$ cat config.mk
export PLATFORM = sky130hd
export DESIGN_NAME = swz_move_unit
export DESIGN_NICKNAME = d
export VERILOG_FILES = /design/src/rtl/swz_pkg.sv /design/src/rtl/swz_lane.sv /design/src/rtl/swz_guard.sv /design/src/rtl/swz_commit.sv /design/src/rtl/swz_move_unit.sv
export SDC_FILE = /design/constraint.sdc
export NUM_CORES = 1
export LEC_CHECK = 0
export BUFFER_PORTS_ARGS = -buffer_cell sky130_fd_sc_hd__buf_2
export CORE_MARGIN = 2
export CORE_UTILIZATION = 45
export CTS_CLUSTER_DIAMETER = 120
export DETAILED_ROUTE_END_ITERATION = 16
export PLACE_DENSITY = 0.73
export SYNTH_ARGS = -nofsm -noshare
export SYNTH_HDL_FRONTEND = slang
export SYNTH_SLANG_ARGS = --single-unit
export TNS_END_PERCENT = 30
$ cat constraint.sdc
create_clock -name clk -period 3.05 [get_ports clk]
set_input_delay 0.61 -clock clk [delete_from_list [all_inputs] [get_ports clk]]
set_output_delay 0.61 -clock clk [all_outputs]
set_load 0.02 [all_outputs]
$ cat src/rtl/swz_pkg.sv
// Package: shared selector encoding and constants for the swizzle move unit.
// Assumes 3-bit selectors: the top bit marks a lane copy, the low two bits
// pick the source lane (copy) or a fixed action (no copy).
package swz_pkg;

    localparam int SEL_W = 3;
    localparam int IDX_W = 2;

    // Fixed-action codes held in the low bits when the copy bit is clear.
    localparam logic [IDX_W-1:0] CODE_SKIP = 2'd0;
    localparam logic [IDX_W-1:0] CODE_RSVD = 2'd1;
    localparam logic [IDX_W-1:0] CODE_ZERO = 2'd2;
    localparam logic [IDX_W-1:0] CODE_ONE  = 2'd3;

    // Single-precision bit pattern of 1.0.
    localparam logic [31:0] FP32_ONE = 32'h3F80_0000;

    typedef enum logic [2:0] {
        K_SKIP,
        K_RSVD,
        K_ZERO,
        K_ONE,
        K_COPY
    } sel_kind_e;

    // Map a raw selector onto the action it requests.
    function automatic sel_kind_e sel_classify(input logic [SEL_W-1:0] sel);
        sel_kind_e k;
        if (sel[SEL_W-1]) begin
            k = K_COPY;
        end else begin
            case (sel[IDX_W-1:0])
                CODE_SKIP: k = K_SKIP;
                CODE_RSVD: k = K_RSVD;
                CODE_ZERO: k = K_ZERO;
                default:   k = K_ONE;
            endcase
        end
        return k;
    endfunction

endpackage

$ cat src/rtl/swz_lane.sv
// Module: swz_lane
// Decodes one destination lane: works out whether the lane is written and
// with what value (source copy, zero, or integer/float one). Assumes the lane
// number LANE_ID is below LANES and that LANES is at most 4.
module swz_lane #(
    parameter int LANES   = 4,
    parameter int ELEM_W  = 32,
    parameter int LANE_ID = 0,
    parameter int LEN_W   = 3
) (
    input  logic [swz_pkg::SEL_W-1:0] sel,
    input  logic                      float_mode,
    input  logic [LEN_W-1:0]          src_len,
    input  logic [LEN_W-1:0]          dst_len,
    input  logic [LANES*ELEM_W-1:0]   src_flat,
    output logic                      we,
    output logic [ELEM_W-1:0]         data,
    output logic                      rsvd_hit
);
    import swz_pkg::*;

    localparam logic [ELEM_W-1:0] INT_ONE = ELEM_W'(1);
    localparam logic [ELEM_W-1:0] FLT_ONE = ELEM_W'(FP32_ONE);

    sel_kind_e           kind;
    logic                in_dst;
    logic [IDX_W-1:0]    idx;
    logic                idx_ok;
    logic [ELEM_W-1:0]   picked;

    // Classify the selector and check the lane against the destination length.
    always_comb begin
        kind   = sel_classify(sel);
        in_dst = LEN_W'(LANE_ID) < dst_len;
        idx    = sel[IDX_W-1:0];
        idx_ok = LEN_W'(idx) < src_len;
    end

    // Pick the addressed source lane; an index past the source length reads zero.
    always_comb begin
        picked = '0;
        for (int k = 0; k < LANES; k++) begin
            if (idx == IDX_W'(k) && idx_ok) begin
                picked = src_flat[k*ELEM_W +: ELEM_W];
            end
        end
    end

    // Produce the lane value, its write enable and the reserved-code flag.
    always_comb begin
        we       = 1'b0;
        data     = '0;
        rsvd_hit = 1'b0;
        case (kind)
            K_COPY: begin
                we   = in_dst;
                data = picked;
            end
            K_ZERO: begin
                we   = in_dst;
                data = '0;
            end
            K_ONE: begin
                we   = in_dst;
                data = float_mode ? FLT_ONE : INT_ONE;
            end
            K_RSVD: begin
                rsvd_hit = in_dst;
            end
            default: begin
                we = 1'b0;
            end
        endcase
    end

endmodule

$ cat src/rtl/swz_guard.sv
// Module: swz_guard
// Legality check for one operation: even register pair numbers, lengths in
// 1..LANES, and no reserved selector on an active lane. Purely combinational.
module swz_guard #(
    parameter int LANES     = 4,
    parameter int LEN_W     = 3,
    parameter int REG_IDX_W = 5
) (
    input  logic [REG_IDX_W-1:0] src_pair,
    input  logic [REG_IDX_W-1:0] dst_pair,
    input  logic [LEN_W-1:0]     src_len,
    input  logic [LEN_W-1:0]     dst_len,
    input  logic [LANES-1:0]     rsvd_hits,
    output logic                 bad_regs,
    output logic                 bad_sel,
    output logic                 commit_ok
);
    localparam logic [REG_IDX_W-1:0] ODD_BIT = REG_IDX_W'(1);
    localparam logic [LEN_W-1:0]     MAX_LEN = LEN_W'(LANES);

    // True when a length lies inside the supported range.
    function automatic logic len_legal(input logic [LEN_W-1:0] len);
        return (len != '0) && (len <= MAX_LEN);
    endfunction

    // Combine pair alignment, length range and selector checks.
    always_comb begin
        bad_regs  = ((src_pair & ODD_BIT) != '0) ||
                    ((dst_pair & ODD_BIT) != '0) ||
                    !len_legal(src_len) ||
                    !len_legal(dst_len);
        bad_sel   = |rsvd_hits;
        commit_ok = !bad_regs && !bad_sel;
    end

endmodule

$ cat src/rtl/swz_commit.sv
// Module: swz_commit
// Destination pair register. On a strobe that passed the legality check it
// writes every enabled lane on one edge; skipped lanes hold. Also registers
// the done pulse, write mask and error flags. Synchronous active-low reset.
module swz_commit #(
    parameter int LANES  = 4,
    parameter int ELEM_W = 32,
    parameter int MASK_W = 8
) (
    input  logic                    clk,
    input  logic                    rst_n,
    input  logic                    in_valid,
    input  logic                    commit_ok,
    input  logic                    bad_sel_in,
    input  logic                    bad_regs_in,
    input  logic [LANES-1:0]        lane_we,
    input  logic [LANES*ELEM_W-1:0] lane_data,
    output logic [LANES*ELEM_W-1:0] dst_flat,
    output logic [MASK_W-1:0]       wr_mask,
    output logic                    done,
    output logic                    bad_sel,
    output logic                    bad_regs
);
    logic do_commit;

    // A commit needs a strobe and a legal operation.
    always_comb begin
        do_commit = in_valid && commit_ok;
    end

    for (genvar g = 0; g < LANES; g++) begin : g_lane_reg
        // Lane storage: load on an enabled commit, otherwise hold.
        always_ff @(posedge clk) begin
            if (!rst_n) begin
                dst_flat[g*ELEM_W +: ELEM_W] <= '0;
            end else if (do_commit && lane_we[g]) begin
                dst_flat[g*ELEM_W +: ELEM_W] <= lane_data[g*ELEM_W +: ELEM_W];
            end
        end
    end

    // Status pulse: done, mask and flags live for one cycle after a strobe.
    always_ff @(posedge clk) begin
        if (!rst_n) begin
            done     <= 1'b0;
            wr_mask  <= '0;
            bad_sel  <= 1'b0;
            bad_regs <= 1'b0;
        end else begin
            done     <= in_valid;
            wr_mask  <= do_commit ? MASK_W'(lane_we) : '0;
            bad_sel  <= in_valid && bad_sel_in;
            bad_regs <= in_valid && bad_regs_in;
        end
    end

endmodule

$ cat src/rtl/swz_move_unit.sv
// Module: swz_move_unit (top)
// Four-lane swizzle move: per-lane selector decode, constant insertion,
// skip masking and an all-at-once update of a 64-bit destination pair.
// Assumes LANES <= 4 and a mask at least LANES bits wide.
module swz_move_unit #(
    parameter int LANES     = 4,
    parameter int ELEM_W    = 32,
    parameter int REG_IDX_W = 5,
    parameter int MASK_W    = 8,
    localparam int SEL_W    = swz_pkg::SEL_W,
    localparam int LEN_W    = $clog2(LANES + 1),
    localparam int PAIR_W   = LANES * ELEM_W / 2
) (
    input  logic                   clk,
    input  logic                   rst_n,
    input  logic                   in_valid,
    input  logic                   float_mode,
    input  logic [LANES*SEL_W-1:0] sel_imm,
    input  logic [LEN_W-1:0]       src_len,
    input  logic [LEN_W-1:0]       dst_len,
    input  logic [REG_IDX_W-1:0]   src_pair,
    input  logic [REG_IDX_W-1:0]   dst_pair,
    input  logic [PAIR_W-1:0]      src_lo,
    input  logic [PAIR_W-1:0]      src_hi,
    output logic [PAIR_W-1:0]      dst_lo,
    output logic [PAIR_W-1:0]      dst_hi,
    output logic [MASK_W-1:0]      wr_mask,
    output logic                   done,
    output logic                   bad_sel,
    output logic                   bad_regs
);
    logic [LANES*ELEM_W-1:0] src_flat;
    logic [LANES*ELEM_W-1:0] lane_data;
    logic [LANES*ELEM_W-1:0] dst_flat;
    logic [LANES-1:0]        lane_we;
    logic [LANES-1:0]        rsvd_hits;
    logic                    comb_bad_regs;
    logic                    comb_bad_sel;
    logic                    commit_ok;

    // Pack the source pair into lane order X,Y,Z,W from the bottom up.
    always_comb begin
        src_flat = {src_hi, src_lo};
    end

    for (genvar g = 0; g < LANES; g++) begin : g_lane
        swz_lane #(
            .LANES  (LANES),
            .ELEM_W (ELEM_W),
            .LANE_ID(g),
            .LEN_W  (LEN_W)
        ) u_lane (
            .sel       (sel_imm[g*SEL_W +: SEL_W]),
            .float_mode(float_mode),
            .src_len   (src_len),
            .dst_len   (dst_len),
            .src_flat  (src_flat),
            .we        (lane_we[g]),
            .data      (lane_data[g*ELEM_W +: ELEM_W]),
            .rsvd_hit  (rsvd_hits[g])
        );
    end

    swz_guard #(
        .LANES    (LANES),
        .LEN_W    (LEN_W),
        .REG_IDX_W(REG_IDX_W)
    ) u_guard (
        .src_pair (src_pair),
        .dst_pair (dst_pair),
        .src_len  (src_len),
        .dst_len  (dst_len),
        .rsvd_hits(rsvd_hits),
        .bad_regs (comb_bad_regs),
        .bad_sel  (comb_bad_sel),
        .commit_ok(commit_ok)
    );

    swz_commit #(
        .LANES (LANES),
        .ELEM_W(ELEM_W),
        .MASK_W(MASK_W)
    ) u_commit (
        .clk        (clk),
        .rst_n      (rst_n),
        .in_valid   (in_valid),
        .commit_ok  (commit_ok),
        .bad_sel_in (comb_bad_sel),
        .bad_regs_in(comb_bad_regs),
        .lane_we    (lane_we),
        .lane_data  (lane_data),
        .dst_flat   (dst_flat),
        .wr_mask    (wr_mask),
        .done       (done),
        .bad_sel    (bad_sel),
        .bad_regs   (bad_regs)
    );

    // Split the destination register back into its two 64-bit halves.
    always_comb begin
        dst_lo = dst_flat[PAIR_W-1:0];
        dst_hi = dst_flat[2*PAIR_W-1:PAIR_W];
    end

endmodule

==> results.ini <==
[status]
status = completed

[yosys]
synth_top_area_cell = dfxtp_1
synth-edff-count = 0
yosysMostFrequentCell = dfxtp_1
synth_ff_type = dfxtp_1
ys_seq_area_frac = 0.3236
yosys-top-cells-area = dfxtp_1 32%, mux2i_1 11%, a221oi_1 8.0%, o2bb2ai_1 5.0%, mux2_2 4.6%
syn_area_sq_um = 8351
synthCells = 918
ys_ff_latch = 135
synth_cell_types = 63
async_flop_share = 0
synth_top_area_share = 0.3236
synth.top_cells.by_count = 135 x dfxtp_1, 94 x mux2i_1, 76 x a221oi_1
yosys_warnings = 0
syn_area_per_cell_sq_um = 9.096

[sta]
post-route-period-util = 0.8201
final_hold_viol_count = 0
worst_slew_pin_slew_ns = 1.231
rsz0062_at_grt = false
period_needed_ns = 2.501
timing.hold.ws_ns = 0.4562
maxSlewViolCount = 0
slew-limit-headroom = 0.1790
worst_clock_skew_ns = 0
setup_violations = 0
tns_ns = 0
fin_ws_ns = 0.5486
max_freq_mhz = 399.8

[setup_path]
crit_type = in -> reg
cp-start-kind = primary input
critPathMaxStageDelay_ns = 0.95
endpoint_kind = flop
crit_path_max_fanout = 24
crit_chain = buf_2 -> inv_1 -> ha_1 -> nor2_1 -> o211a_1 -> and2_1 -> a22oi_1 -> a31oi_1
required_ns = 3.39
slowest_stage = and2_1
cp.arrival_ns = 2.84

[floorplanning]
die-area_sq_um = 19660
die_w_um = 140.2
die_h_um = 140.2
initial_core_util = 0.4617
boundaryPins = 299
fp.coreArea_sq_um = 18090
fp-row-count = 49

[pwr]
p_leak_nw = 4.670
vdd.ir_drop.worst_v = 0.0003556
power_density_nw_per_um2 = 459.2
power_mw = 4.830

[finish]
area_growth_pct = 25.98
drive_gt1_frac = 0.3461
nFillCells = 1640
stdcell_count = 1411
final_nets = 1331

[place]
io_buffers = 286
routabilityCongestion = 0.8916
placedCellCount = 1377
pre_cts_slack_ns = 0.1991
hpwl_mm = 22.77

[route]
vias_per_cell = 6.611
wl_mm = 33.37
first_pass_iters = 6
drc = 0
drt-initial-drc-count = 880
ant_nets = 0
vias = 9328
wl_per_cell_um = 23.65

[clocking]
cts_made_buffers = 17
clk_path_buf_depth = 2
cts_tree = built
worstSkewPairLatency_ns = 0.42
cts_resized = 0
cts_setup_buffers = 0
htree_levels = 4
holdBufCountCts = 0
clk_pin_slew_worst_paths_ns = 0.06
cts_root_buffer = clkbuf_16
cts.sinks = 135

[grt]
antenna_found_initial = 5
grtUsageTotal = 0.3266
grt_pass1_vias = 8828
globalRouteOverflowTotal = 0
grt_max_degree = 59
grt_pass1_wl_mm = 50.36

[min_path]
hold_path_class = reg -> reg

[run]
cap_violations = 0

report_power, final:
group          internal (mW)  total (mW)  switching (mW)
clock                   1.24        2.02           0.788
sequential              1.78        1.79         0.00977
combinational          0.394        1.01           0.621
critical path, delay by kind of cell:
kind / cells / cell delay [ns]
buf+inv: 2 / 0.22
fa+ha+maj: 1 / 0.36
simple gates: 2 / 1.08
compound gates: 3 / 0.55
area by class of cell:
type	count	area, sq um	share of cell area
antenna	3	7.507	0.0007136
clock buffer	22	464.2	0.04412
clock inverter	9	101.3	0.009634
inverter	10	37.54	0.003568
multi-input combinational	679	5166	0.4911
sequential	135	2703	0.2569
tap	229	286.5	0.02724
timing repair buffer	324	1754	0.1667
path summary, 6_finish.rpt:
kind / start / endpoint / slack (ns) / depth (start not counted)
worst max-delay path: src_len[1] / u_commit.dst_flat[43] / 0.55 / 8
worst min-delay path: u_commit.dst_flat[30] / u_commit.dst_flat[30] / 0.46 / 1
worst max register to register: u_commit.dst_flat[43] / u_commit.dst_flat[43] / 2.31 / 2
worst min register to register: u_commit.dst_flat[30] / u_commit.dst_flat[30] / 0.46 / 1
layout by cell type (no fill, tap or decap), drive strengths merged, types with 5 or more instances in the layout:
cell and instances:
nand2b 10, o221a 17, nand3 18, o21ai 54, dfxtp 135, mux2 34
nor2 60, a221o 16, a21oi 51, clkinv 7, buf 324, nor3 6
inv 9, o2bb2ai 48, clkbuf 22, o211a 6, a221oi 76, nor2b 5
mux2i 94, nand2 43, a211oi 8, and2 6, a31oi 25, a22o 24
a22oi 36
cells by family (layout without fill, tap and decap cells):
logic type,after synthesis,after routing,synth area share
other,1,7,0.0004491
flip-flops,135,135,0.3236
multiplexers,128,128,0.1585
adder cells (fa/ha/maj),4,4,0.005994
AND/OR/NAND/NOR,163,163,0.09230
buffers and inverters,107,365,0.06548
AO/OA/AOI/OAI,380,380,0.3536
layer usage:
| layer | part of all wire | global-route usage | routed length [um] |
|---|---|---|---|
| met5 | 0.00090 | 0 | 30 |
| met2 | 0.46 | 0.5322 | 15430 |
| met1 | 0.38 | 0.4093 | 12680 |
| met3 | 0.11 | 0.06906 | 3641 |
| met4 | 0.048 | 0.1653 | 1587 |
registers in the layout, indices dropped and copies added (netlist names):
signal,cells
u_commit.done,1
u_commit.dst_flat,128
u_commit.bad_sel,1
u_commit.wr_mask,4
u_commit.bad_regs,1
metrics by stage:
step,utilization,area (sq um)
after detailed placement,0.5500,9947
final,0.5817,10520
after floorplan,-,8362
after CTS,0.5813,10510
after global routing,0.5817,10520
after global placement,0.5500,9947
(Power assumes the default switching activity.)
